**config.mk**
```make
export PLATFORM = sky130hd
export DESIGN_NAME = interval_alarm_timer
export DESIGN_NICKNAME = d
export VERILOG_FILES = /design/src/rtl/it_pkg.sv /design/src/rtl/it_base_ctr.sv /design/src/rtl/it_alarm_calc.sv /design/src/rtl/it_deadline.sv /design/src/rtl/interval_alarm_timer.sv
export SDC_FILE = /design/constraint.sdc
export NUM_CORES = 1
export LEC_CHECK = 0
export BUFFER_PORTS_ARGS = -buffer_cell sky130_fd_sc_hd__buf_2
export CAP_MARGIN = 0
export CELL_PAD_IN_SITES_DETAIL_PLACEMENT = 0
export CELL_PAD_IN_SITES_GLOBAL_PLACEMENT = 1
export CORE_MARGIN = 3
export CORE_UTILIZATION = 40
export CTS_CLUSTER_DIAMETER = 30
export DETAILED_ROUTE_END_ITERATION = 6
export GPL_ROUTABILITY_DRIVEN = 0
export PLACE_DENSITY = 0.82
export SLEW_MARGIN = 25
export SYNTH_ARGS = -nofsm -noshare
export SYNTH_HDL_FRONTEND = slang
export SYNTH_SLANG_ARGS = --single-unit
```
**constraint.sdc**
```tcl
create_clock -name clk -period 4 [get_ports clk]
set_input_delay 0.6 -clock clk [delete_from_list [all_inputs] [get_ports clk]]
set_output_delay 0.6 -clock clk [all_outputs]
set_load 0.005 [all_outputs]
```
**src/rtl/it_pkg.sv**
```systemverilog
// Shared constants for the interval alarm timer.
// Assumes the base counter is wider than the folded compare field.
package it_pkg;
    localparam int unsigned IT_BASE_W = 64;
    localparam int unsigned IT_CMP_W  = 32;
    localparam int unsigned IT_SHIFT  = 2;
    localparam int unsigned IT_GUARD  = 1000;
endpackage

```
**src/rtl/it_base_ctr.sv**
```systemverilog
// Free-running base counter with the divided interval-count view.
// Assumes BASE_W > CMP_W + SHIFT; the count wraps silently at the top.
module it_base_ctr #(
    parameter int unsigned BASE_W = 64,
    parameter int unsigned CMP_W  = 32,
    parameter int unsigned SHIFT  = 2
) (
    input  logic              clk,
    input  logic              rst_n,
    output logic [BASE_W-1:0] base_o,
    output logic [CMP_W-1:0]  count_o
);
    localparam int unsigned FOLD_W = CMP_W + SHIFT;

    logic [BASE_W-1:0] base_q;

    // Step the base count every cycle; clear it in reset.
    always_ff @(posedge clk) begin
        if (!rst_n) base_q <= '0;
        else        base_q <= base_q + 1'b1;
    end

    assign base_o  = base_q;
    assign count_o = base_q[FOLD_W-1:SHIFT];
endmodule

```
**src/rtl/it_alarm_calc.sv**
```systemverilog
// Combinational fold of a compare value into the base timeline.
// It replaces the low CMP_W+SHIFT bits of the base count with the scaled
// value and adds one epoch when the result lies closer than GUARD ahead.
module it_alarm_calc #(
    parameter int unsigned BASE_W = 64,
    parameter int unsigned CMP_W  = 32,
    parameter int unsigned SHIFT  = 2,
    parameter int unsigned GUARD  = 1000
) (
    input  logic [BASE_W-1:0] base_i,
    input  logic [CMP_W-1:0]  value_i,
    output logic [BASE_W-1:0] alarm_o
);
    localparam int unsigned FOLD_W = CMP_W + SHIFT;
    localparam logic [BASE_W-1:0] EPOCH     = BASE_W'(1) << FOLD_W;
    localparam logic [BASE_W-1:0] FOLD_MASK = EPOCH - 1'b1;

    logic [BASE_W-1:0] folded;
    logic [BASE_W-1:0] limit;

    // Splice the scaled value in, then push it one epoch on if too close.
    always_comb begin
        folded  = (base_i & ~FOLD_MASK) | (BASE_W'(value_i) << SHIFT);
        limit   = base_i + BASE_W'(GUARD);
        alarm_o = (folded < limit) ? folded + EPOCH : folded;
    end
endmodule

```
**src/rtl/it_deadline.sv**
```systemverilog
// Holds the active deadline, the armed flag and the alarm pulse.
// Assumes a write takes precedence over a firing in the same cycle.
module it_deadline #(
    parameter int unsigned BASE_W = 64
) (
    input  logic              clk,
    input  logic              rst_n,
    input  logic              wr_en,
    input  logic [BASE_W-1:0] alarm_i,
    input  logic [BASE_W-1:0] base_i,
    output logic [BASE_W-1:0] deadline_o,
    output logic              armed_o,
    output logic              irq_o
);
    logic [BASE_W-1:0] deadline_q;
    logic              armed_q;
    logic              irq_q;

    // Load a new deadline on write, else fire once when the count reaches it.
    always_ff @(posedge clk) begin
        if (!rst_n) begin
            deadline_q <= '0;
            armed_q    <= 1'b0;
            irq_q      <= 1'b0;
        end else begin
            irq_q <= 1'b0;
            if (wr_en) begin
                deadline_q <= alarm_i;
                armed_q    <= 1'b1;
            end else if (armed_q && (base_i >= deadline_q)) begin
                irq_q   <= 1'b1;
                armed_q <= 1'b0;
            end
        end
    end

    assign deadline_o = deadline_q;
    assign armed_o    = armed_q;
    assign irq_o      = irq_q;
endmodule

```
**src/rtl/interval_alarm_timer.sv**
```systemverilog
// Top of the interval timer: base counter, alarm fold and deadline state.
// Assumes one write port; reads of the count are direct from count_o.
module interval_alarm_timer
    import it_pkg::*;
#(
    parameter int unsigned BASE_W = IT_BASE_W,
    parameter int unsigned CMP_W  = IT_CMP_W,
    parameter int unsigned SHIFT  = IT_SHIFT,
    parameter int unsigned GUARD  = IT_GUARD
) (
    input  logic              clk,
    input  logic              rst_n,
    input  logic              wr_en,
    input  logic [CMP_W-1:0]  wr_value,
    output logic [CMP_W-1:0]  count_o,
    output logic [BASE_W-1:0] deadline_o,
    output logic              armed_o,
    output logic              irq_o
);
    logic [BASE_W-1:0] base;
    logic [BASE_W-1:0] alarm;

    it_base_ctr #(.BASE_W(BASE_W), .CMP_W(CMP_W), .SHIFT(SHIFT)) u_ctr (
        .clk(clk), .rst_n(rst_n), .base_o(base), .count_o(count_o)
    );

    it_alarm_calc #(.BASE_W(BASE_W), .CMP_W(CMP_W), .SHIFT(SHIFT), .GUARD(GUARD)) u_calc (
        .base_i(base), .value_i(wr_value), .alarm_o(alarm)
    );

    it_deadline #(.BASE_W(BASE_W)) u_dl (
        .clk(clk), .rst_n(rst_n), .wr_en(wr_en), .alarm_i(alarm),
        .base_i(base), .deadline_o(deadline_o), .armed_o(armed_o), .irq_o(irq_o)
    );
endmodule

```
# --- Word level (Yosys, flattened, before mapping) ---
# Index checks and enable logic that the tools add are counted.
word_totals:
  regBits: 130
  inputBits: 35
  word_cells: 18
classes:
  n_addsub: 3
  n_lt_le_gt_ge: 2
  muxes: 4
  bitwise: 2
  reduce_logical: 3
ops:
  columns: ["operator", "n"]
  rows:
  - ["$add A64 B1 Y64 const B", 1]
  - ["$add A64 B10 Y64 const B", 1]
  - ["$add A64 B35 Y64 const B", 1]
  - ["$ge A64 B64 Y1", 1]
  - ["$lt A64 B64 Y1", 1]
  - ["$mux W64", 1]
  - ["$or A64 B34 Y64", 1]
  - ["$mux W1", 3]
  - ["$reduce_bool A2 Y1", 1]
  - ["$reduce_or A2 Y1", 1]
  - ["$logic_and A1 B1 Y1", 1]
  - ["$not A1 Y1", 1]

# --- Longest topological paths before layout ---
# Gate-level depths: netlist of the first run.
depth:
  ltp_word: 4
  mapped_depth: 20
  depth_no_buf: 17

# --- By module ---
# From an unflattened synthesis of the first run, not the netlist that was laid out.
hier_totals:
  cells_unflattened: 1267
  area_unflattened_um2: 10373.7
modules_own_cells:
  columns: ["mod", "instances", "cells_per_inst", "area_each_um2"]
  rows:
  - ["it_deadline", 1, 443, 4066.4]
  - ["it_alarm_calc", 1, 451, 3173.0]
  - ["it_base_ctr", 1, 373, 3134.3]

# --- Least setup slack after synthesis of the first run ---
# No wires, ideal clock.
synth_path:
  path_type: "reg-to-reg"
  start: "register u_ctr.base_q[17] (netlist: u_ctr.base_o[17])"
  end: "register u_dl.deadline_q[40] (netlist: u_dl.deadline_o[40])"
  setup_time_ns: 0.074
  arrival_ns: 4.220
  required_ns: 3.926
  path_slack_ns: -0.294
  path_stages_with_launch: 19
  n_path_buf: 3
  period_less_slack_ns: 4.294
  path_cell_list: "dfxtp_1 clkbuf_1 and3_1 clkbuf_1 nand2_1 nor3_1 nand4_1 or3_1 inv_1 ha_1 xnor2_1 a41o_1 a2111oi_2 o32a_1 a31oi_1 o21a_2 buf_6 or4_1 a31oi_1"
synth_between:
  elab_chain_len: 3
synth_lines:
  columns: ["element", "line_no", "source"]
  rows:
  - ["start, declared", "it_base_ctr.sv:15", "logic [BASE_W-1:0] base_q;"]
  - ["start signal, assigned", "it_base_ctr.sv:20", "else base_q <= base_q + 1'b1;"]
  - ["$add A64 B10 Y64", "it_alarm_calc.sv:24", "limit = base_i + BASE_W'(GUARD);"]
  - ["$lt A64 B64 Y1", "it_alarm_calc.sv:25", "alarm_o = (folded < limit) ? folded + EPOCH : folded;"]
  - ["$mux W64", "it_alarm_calc.sv:25", null]
  - ["end signal, assigned", "it_deadline.sv:28", "deadline_q <= alarm_i;"]
  - ["end, declared", "it_deadline.sv:15", "logic [BASE_W-1:0] deadline_q;"]
# No other way between the ends.
# A chain may end at the register's enable or synchronous reset.

# --- Worst setup path after layout of the first run ---
layout_path:
  start: "register u_ctr.base_q[5] (netlist: u_ctr.base_o[5])"
  end: "register u_dl.deadline_q[62] (netlist: u_dl.deadline_o[62])"
# The elaborated chain is that of the path after synthesis.

==> results of run 1 <==
-- worst max-delay path by stage --
stage | to | slack, ns | cells after the start
finish | u_dl.deadline_o[62] | -0.48 | 16
CTS | u_dl.deadline_o[40] | -0.42 | 17
global route | u_dl.deadline_o[62] | -0.63 | 19
floorplan | u_dl.deadline_o[40] | -0.09 | 18
global placement | u_dl.deadline_o[40] | -0.42 | 18
detailed placement | u_dl.deadline_o[40] | -0.54 | 18
-- registers in the layout, indices dropped and copies added (netlist names) --
register,cells
u_dl.deadline_o,62
u_ctr.base_o,64
u_dl.irq_o,1
u_dl.armed_o,1
-- cell families after synthesis --
| kind of cell | count (synthesis) |
|---|---|
| xor gates and xnor gates | 89 |
| other | 1 |
| DFF | 128 |
| adders and majority gates | 113 |
| buffers and inverters | 182 |
| AOI/OAI and AO/OA | 213 |
| muxes | 38 |
| and+or+nand+nor | 470 |
-- cell type report --
| cell class | instances | area, um2 |
|---|---|---|
| Multi-Input combinational cell | 925 | 7004 |
| Clock inverter | 10 | 111.4 |
| Tap cell | 324 | 405.4 |
| Fill cell | 2310 | 11480 |
| Sequential cell | 128 | 2565 |
| Inverter | 78 | 292.8 |
| Timing Repair Buffer | 294 | 2063 |
| Clock buffer | 22 | 464.2 |
-- cells in the final DEF (no fill, tap or decap), drive strengths merged, types with 3 or more instances in the layout --
master | Yosys | routed
nor3b | 3 | 3
or3 | 36 | 36
a21oi | 23 | 23
nor2b | 41 | 41
buf | 45 | 293
nand2 | 83 | 83
xor2 | 32 | 32
nor4 | 15 | 15
or4 | 7 | 7
nand4b | 3 | 3
a31oi | 17 | 17
a21boi | 16 | 16
xnor2 | 57 | 57
ha | 113 | 113
clkinvlp | 0 | 3
clkinv | 0 | 5
and2 | 52 | 52
mux2i | 36 | 36
nand3 | 49 | 49
a32oi | 9 | 9
o21ai | 61 | 61
inv | 78 | 78
o211ai | 15 | 15
nor3 | 44 | 44
dfxtp | 128 | 128
a21o | 30 | 30
o31ai | 10 | 10
nand4 | 45 | 45
nand2b | 3 | 3
clkbuf | 59 | 22
and3 | 13 | 13
or2 | 5 | 5
a211oi | 11 | 11
and4 | 9 | 9
nor2 | 58 | 58
-- power by group through the flow --
stage / clock network [W] / registers (W) / logic, W
final: 0.00158 / 0.00133 / 0.000348
after detailed placement: 0 / 0.00136 / 0.000289
after global routing: 0.00165 / 0.00133 / 0.000383
after global placement: 0 / 0.00136 / 0.000282
after CTS: 0.00159 / 0.00133 / 0.000337
after floorplan: 0 / 0.00136 / 0.000175
-- cell usage after synthesis (all sizes together) (10+ instances only) --
cell	n
clkbuf	59
nor2	58
and2	52
nor4	15
o31ai	10
nor2b	41
ha	113
xnor2	57
o211ai	15
or3	36
xor2	32
nand2	83
inv	78
buf	45
a211oi	11
nor3	44
a21oi	23
dfxtp	128
o21ai	61
and3	13
mux2i	36
a21boi	16
nand4	45
nand3	49
a21o	30
a31oi	17
-- worst reg2reg max path: cells and delay by family, from the launching register on --
kind / cells / cell delay [ns]
adder cells (fa/ha/maj): 1 / 0.28
buffers and inverters: 1 / 0.14
AND/OR/NAND/NOR: 4 / 1.53
flip-flops: 1 / 0.32
XOR/XNOR: 1 / 0.16
AO/OA/AOI/OAI: 9 / 1.98
-- per-stage QoR --
step                std cells  cell area (um2)
floorplan                1235             9993
global placement         1728            11590
detailed placement       1728            11590
CTS                      1775            12690
global route             1781            12910
finish                   1781            12910
-- what timing repair did --
item                                    CTS  global route
buffers inserted                         11             7
pin swaps                                44            45
endpoints found under the setup margin   30            30
endpoints found under the hold margin     0             0
gates cloned                              5             0
resized for setup                        53            38
-- metal layers --
metal | share of wire (%) | up-vias | global-route usage (%) | wire, um
li1 | - | 4775 | - | -
met1 | 44 | 4708 | 31.36 | 14250
met2 | 46 | 340 | 39.15 | 14820
met3 | 7.0 | 58 | 5.069 | 2250
met4 | 2.8 | 0 | 7.343 | 903
met5 | 0 | - | 0 | 0
==> out/metrics.yaml, run 1 <==
clock_tree:
  cts.path.max_buffers: 2
  clock_latency_ns: 0.43
  cts_tree: "built"
  clk_pin_slew_ns: 0.06
  cts_hold_buffers: 0
  htreeDepth: 4
  root_buffer: "clkbuf_16"
  numClockSinks: 128
  cts_inserted_buffers: 17
setup_path:
  endpoint_kind: "flop"
  cp_cell_sequence: "or4_4 -> or3_4 -> nand3_2 -> xor2_1 -> ha_1 -> a21oi_2 -> o21ai_2 -> a2111oi_4 -> a21oi_2 -> o31a_1 -> o31ai_4 -> a31oi_4 -> o21a_4 -> buf_12 -> or4_1 -> a31oi_1"
  path_common_cell: "a21oi_2"
  reg2reg_depth: 16
  cp_num_buf_inv: 1
  critPathMaxStageDelay_ns: 0.53
  worst-setup-path-type: "flop to flop"
  crit_required_ns: 4.36
  critPathSlowestCell: "or4_4"
  regToRegSetupSlack_ns: -0.48
  cp-startpoint: "u_ctr.base_o[5]"
  regToRegEndpoint: "u_dl.deadline_o[62]"
  critPathLaunchType: "flop"
  crit_arrival_ns: 4.84
  path_max_fanout: 7
  crit_family: "compound AO/OA/AOI/OAI gates"
  timing.rr.start: "u_ctr.base_o[5]"
timing:
  clock_skew_ns: 0.009520
  setup_viol: 30
  maxSlewViolCount: 0
  hold_viol_final: 0
  tns_ns: -11.53
  setup_ws_ns: -0.4842
  period_needed_ns: 4.484
  rsz0062_at_grt: "yes"
  tightest_slew_ns: 0.9080
  period_share_pct: 112.1
  fmax_mhz: 223.0
  max-slew-margin-rel_pct: 39.47
  hold_ws_ns: 0.4499
global_route:
  antenna_found_initial: 0
  grt_start_max_net_pins: 67
  grt_pass1_wl_um: 50980
  grt_use_total_pct: 23.83
  overflow: 0
  grt_pass1_vias: 9556
power:
  power.total_w: 0.003256
  p_int_w: 0.002417
  ir_drop_uv: 222.1
  pwr_density_cell_nw_per_um2: 252.3
  combPwrFrac_pct: 10.7
  p_leak_nw: 5.730
  p_clk_share_pct: 48.5
  power_switching_w: 0.0008389
  power_frac_seq_pct: 40.9
  p_sw_share_pct: 25.76
die:
  coreArea_um2: 24390
  die_h_um: 163.7
  die_x_um: 163.7
  io_pins: 133
  die_area_um2: 26810
  floorplan.initialDensity_pct: 40.80
  rows: 57
detailed_routing:
  drt_first_pass_iters: 5
  detail-route-antenna-nets: 0
  drt_iter0_drc: 680
  wl_per_cell_um: 18.09
  vias_per_cell: 5.548
  routed_wirelength_um: 32230
  vias: 9881
  drc: 0
synth:
  synthArstFlopShare_pct: 0
  synth-xor-area-share_pct: 7.833
  synth.distinct_cells: 66
  syn-cell-area_um2: 9952
  synthMuxAreaShare_pct: 3.847
  avgSynthCellArea_um2: 8.065
  synthFlopType: "dfxtp_1"
  yosysWarningCount: 0
  synth_seq_cells: 128
  synth_edf_count: 0
  synth_top_area_share_pct: 25.75
  synth-compound-area-share_pct: 14.18
  netlist.top_cell.by_area: "dfxtp_1"
  synth_fa_ha_area_share_pct: 14.21
  syn_inst: 1234
  yosys.area_share.simple_pct: 25.70
  synth_top_family_by_area: "simple AND/OR/NAND/NOR gates"
  synth.area.top_cells: "dfxtp_1, ha_1, xnor2_1"
  yosysSeqAreaShare_pct: 25.75
finish:
  area_growth_pct: 29.68
  drive_gt1_share_pct: 27.52
  finish.utilization_pct: 52.91
  final_nets: 1592
  antenna_cells: 0
worst_hold_path:
  min_to: "u_dl.deadline_o[29]"
  hold_class: "primary input to flop"
  worst_hold_startpoint: "wr_value[27]"
  min_path_cells: 3
placed_design:
  numPortBuffers: 130
  hpwlAfterDp_um: 23530
  place_ws_ns: -0.5431
status:
  violations: "negative setup slack"
  status: "complete, but fails checks"
job:
  maxCapViolations: 0
Power figures use the tool's default switching activity.
==> inputs of run 2 (changes only) <==
--- a/config.mk
+++ b/config.mk
@@ -15,6 +15,7 @@
 export DETAILED_ROUTE_END_ITERATION = 6
 export GPL_ROUTABILITY_DRIVEN = 0
 export PLACE_DENSITY = 0.82
+export REMOVE_ABC_BUFFERS = 1
 export SLEW_MARGIN = 25
 export SYNTH_ARGS = -nofsm -noshare
 export SYNTH_HDL_FRONTEND = slang
==> out/metrics.yaml, run 2 (synthesized netlist as in run 1, its figures left out) <==
finish:
  mostFrequentLayoutCells: "buf_4, buf_2, dfxtp_1"
  drive_gt1_share_pct: 25.34
  layout_commonest_cell: "buf_4"
  largest_reg_flops: 64
  finish.utilization_pct: 51.43
  final_nets: 1587
  area_growth_pct: 26.05
timing:
  clock_skew_ns: 0.01650
  period_share_pct: 104.0
  fmax_mhz: 240.4
  max-slew-margin-rel_pct: 45.44
  tightest_slew_ns: 0.8184
  hold_viol_final: 0
  setup_ws_ns: -0.1603
  period_needed_ns: 4.160
  rsz0062_at_grt: "yes"
  maxSlewViolCount: 0
  setup_viol: 28
detailed_routing:
  dr.max_layer_used: "met4"
  wl_met3_um: 1985
  routed-wl-met2_um: 15560
  drt_iter0_drc: 623
  drt_first_pass_iters: 5
  drc: 0
  vias_per_cell: 5.509
  drt-met1-wl_um: 13920
  wl_per_cell_um: 18.20
  vias: 9790
  detail-route-antenna-nets: 0
  routed_wirelength_um: 32340
clock_tree:
  clock_latency_ns: 0.44
  cts_tree: "built"
  numClockSinks: 128
  htreeDepth: 4
  clk_pin_slew_ns: 0.06
  root_buffer: "clkbuf_16"
  cts_inserted_buffers: 17
  cts.path.max_buffers: 2
placed_design:
  hpwlAfterDp_um: 24760
  numPortBuffers: 130
  place_ws_ns: -0.3786
global_route:
  grt_use_total_pct: 24.31
  grt_pass1_wl_um: 51650
  antenna_found_initial: 1
  grt_pass1_vias: 9647
  grt_start_max_net_pins: 72
  overflow: 0
setup_path:
  crit_required_ns: 4.35
  regToRegSetupSlack_ns: -0.16
  path_common_cell: "buf_4"
  crit_arrival_ns: 4.51
  endpoint_kind: "flop"
  path_max_fanout: 8
  critPathLaunchType: "flop"
  crit_family: "simple AND/OR/NAND/NOR gates"
  cp_cell_sequence: "or4_4 -> buf_4 -> nor3_4 -> nor2_2 -> buf_4 -> nand4_1 -> or3_4 -> inv_1 -> ha_4 -> xnor2_4 -> buf_4 -> nand2_1 -> mux2i_1 -> a2111oi_2 -> o32a_1 -> a31oi_4 -> o21a_4 -> or4_1 -> a31oi_1"
  worst-setup-path-type: "flop to flop"
  critPathSlowestCell: "or4_4"
  cp_num_buf_inv: 4
  critPathMaxStageDelay_ns: 0.53
die:
  io_pins: 133
  die_h_um: 163.7
  die_area_um2: 26810
  die_x_um: 163.7
  coreArea_um2: 24390
  floorplan.initialDensity_pct: 40.80
  rows: 57
power:
  pwr_density_cell_nw_per_um2: 259.5
  ir_drop_uv: 259.9
  p_leak_nw: 5.623
status:
  violations: "negative setup slack"
  status: "complete, but fails checks"
worst_hold_path:
  hold_class: "primary input to flop"
job:
  maxCapViolations: 0
run 2: changes by cell type in the layout (fill, tap and decap cells not counted), sizes merged:
cell,before,now
clkbuf,22,19
clkinvlp,3,4
diode,0,1
bufbuf,1,0
inv,78,80
buf,293,288
o21a,2,3
run 2: routing by layer:
layer,track usage [%],up-vias
li1,-,4774
met1,30.94,4657
met2,41.08,302
met3,4.817,57
met4,8.343,0
met5,0,-
run 2: worst paths after layout:
| check | cells past startpoint | startpoint | end |
|---|---|---|---|
| min | 3 | wr_value[1] | u_dl.deadline_o[3] |
| max reg2reg | 19 | u_ctr.base_o[7] | u_dl.deadline_o[62] |
| min reg2reg | 1 | u_ctr.base_o[0] | u_ctr.base_o[0] |
| max | 19 | u_ctr.base_o[7] | u_dl.deadline_o[62] |
run 2: stage by stage:
stage	instances	power (W)	area, um2	hold slack (ns)	setup TNS [ns]
finish	1777	0.003255	12540	0.4427	-2.371
global route	1776	0.003363	12540	0.4623	-7.624
CTS	1774	0.003258	12410	0.4379	-2.604
detailed placement	1729	0.001654	11570	0.4397	-7.690
global placement	1729	0.001646	11570	0.4364	-4.819
floorplan	1131	0.001502	9408	0.4201	-6.063
run 2: area by class of cell:
type                            instances  area (um2)
Fill cell                            2363       11850
Multi-Input combinational cell        926        6805
Sequential cell                       128        2562
Timing Repair Buffer                  288        1887
Clock buffer                           19       452.9
Tap cell                              324       405.4
Inverter                               78       292.8
Clock inverter                         13       136.4
Antenna cell                            1       2.502
run 2: what timing repair did:
item                                    in CTS  in global routing
resized for setup                           35                 17
setup buffers                               11                  2
endpoints found under the setup margin      30                 30
hold buffers                                 0                  0
pin swaps                                   20                 12
gates cloned                                 2                  0
run 2: where the power goes:
part | internal (W) | switching, W
clock network | 0.000950 | 0.000650
logic | 0.000144 | 0.000178
registers | 0.00131 | 0.0000251
total | 0.00240 | 0.000853
run 2: worst min-delay path, stage by stage:
cell     delay [ns]
buf_2          0.09
mux2i_1        0.06
nor2b_1        0.09
==> inputs of run 3 (changes only) <==
--- a/config.mk
+++ b/config.mk
@@ -11,6 +11,7 @@
 export CELL_PAD_IN_SITES_GLOBAL_PLACEMENT = 1
 export CORE_MARGIN = 3
 export CORE_UTILIZATION = 40
+export CTS_BUF_LIST = sky130_fd_sc_hd__clkbuf_16
 export CTS_CLUSTER_DIAMETER = 30
 export DETAILED_ROUTE_END_ITERATION = 6
 export GPL_ROUTABILITY_DRIVEN = 0
==> constraint.sdc (replaced) <==
create_clock -name clk -period 3.7 [get_ports clk]
set_input_delay 0.555 -clock clk [delete_from_list [all_inputs] [get_ports clk]]
set_output_delay 0.555 -clock clk [all_outputs]
set_load 0.005 [all_outputs]
==> out/metrics.yaml, run 3 (synthesized netlist as in run 1, its figures left out) <==
status:
  status: "complete, but fails checks"
  violations: "negative setup slack"
detailed_routing:
  vias: 9893
  detail-route-antenna-nets: 0
  drt_first_pass_iters: 5
  routed_wirelength_um: 32720
  wl_per_cell_um: 18.19
  vias_per_cell: 5.499
  drt_iter0_drc: 803
  drc: 0
timing:
  setup_ws_ns: -0.5232
  clock_skew_ns: 0.01401
  period_needed_ns: 4.223
  setup_viol: 30
  max-slew-margin-rel_pct: 44.32
  period_share_pct: 114.1
  tightest_slew_ns: 0.8352
  fmax_mhz: 236.8
  maxSlewViolCount: 0
  rsz0062_at_grt: "yes"
  hold_viol_final: 0
  hold_ws_ns: 0.3980
power:
  p_leak_nw: 5.739
  ir_drop_uv: 268.4
  pwr_density_cell_nw_per_um2: 267.6
clock_tree:
  cts_tree: "built"
  root_buffer: "clkbuf_16"
  clk_pin_slew_ns: 0.07
  clock_latency_ns: 0.43
  htreeDepth: 4
  cts_inserted_buffers: 17
  cts.path.max_buffers: 2
  cts_hold_buffers: 0
  numClockSinks: 128
finish:
  finish.utilization_pct: 52.13
  nFillCells: 2371
  layout_commonest_cell: "buf_4"
  mostFrequentLayoutCells: "buf_4, buf_2, dfxtp_1"
  final_nets: 1610
  area_growth_pct: 27.77
  largest_reg_flops: 64
  drive_gt1_share_pct: 26.87
setup_path:
  critPathLaunchType: "flop"
  endpoint_kind: "flop"
  crit_required_ns: 4.06
  worst-setup-path-type: "flop to flop"
  path_max_fanout: 7
  crit_arrival_ns: 4.58
placed_design:
  hpwlAfterDp_um: 24760
  numPortBuffers: 130
die:
  rows: 57
  coreArea_um2: 24390
  io_pins: 133
  die_area_um2: 26810
  floorplan.initialDensity_pct: 40.80
  die_h_um: 163.7
  die_x_um: 163.7
global_route:
  grt_pass1_wl_um: 50780
  grt_pass1_vias: 9516
  overflow: 0
  grt_use_total_pct: 24.00
  grt_start_max_net_pins: 110
  antenna_found_initial: 1
worst_hold_path:
  hold_class: "primary input to flop"
job:
  maxCapViolations: 0
## run 3: cell types whose count changed in the layout (fill, tap and decap cells not counted), sizes merged
cell      before  now
clkinvlp       4    3
clkinv         5    8
bufinv         2    1
buf          288  309
## run 3: worst max-delay path, cell delays in order (launching register included)
cell and delay (ns):
dfxtp_2 0.31, or4_4 0.56, or3_4 0.37, buf_6 0.13
nor3b_4 0.16, xnor2_1 0.13, ha_1 0.31, a211oi_2 0.21
o21ai_1 0.09, o211ai_1 0.09, a21oi_1 0.08, o31a_1 0.32
o31ai_4 0.27, a31oi_4 0.16, o21a_4 0.27, or4_1 0.52
a31oi_1 0.16
## run 3: through the flow
stage	power [W]	area, um2	setup slack [ns]	TNS, ns	std cells
4_1_cts	0.003384	12410	-0.5205	-13.89	1790
3_3_place_gp	0.001778	11760	-0.6107	-15.83	1756
2_1_floorplan	0.001623	9408	-0.6596	-15.06	1131
5_1_grt	0.003531	12710	-0.6746	-18.72	1798
6_report	0.003403	12720	-0.5232	-14.35	1799
3_5_place_dp	0.001785	11770	-0.6975	-17.19	1756
## run 3: worst paths after layout
check,startpoint,end,slack (ns),cells after the start
max,u_ctr.base_o[7],u_dl.deadline_o[51],-0.52,16
min,wr_value[1],u_dl.deadline_o[3],0.40,3
max reg2reg,u_ctr.base_o[7],u_dl.deadline_o[51],-0.52,16
min reg2reg,u_ctr.base_o[0],u_ctr.base_o[0],0.45,1
## run 3: timing repair
| action | 4_1_cts | 5_1_grt |
|---|---|---|
| gates cloned | 1 | 3 |
| pin swaps | 13 | 21 |
| endpoints found under the setup margin | 30 | 30 |
| setup buffers | 2 | 4 |
| resized for setup | 18 | 35 |
## run 3: cell type report
type	count	area (um2)	area share (%)
multi-input combinational	926	6802	53.49
timing repair buffer	311	2107	16.57
tap	324	405.4	3.188
clock buffer	17	425.4	3.345
antenna	1	2.502	0.01968
sequential	128	2564	20.16
clock inverter	14	117.6	0.9249
inverter	78	292.8	2.302
## run 3: per-layer routing
metal  wire length, um  track usage, %
met5                 0               0
met4               974           7.266
met3              1985           5.069
met2             15820           41.62
met1             13940           29.85
## run 3: where the power goes
group / switching, W / leakage, nW / internal (W)
registers: 0.0000263 / 1.04 / 0.00141
clock network: 0.000690 / 0.265 / 0.000916
logic: 0.000197 / 4.43 / 0.000160
total: 0.000913 / 5.74 / 0.00249
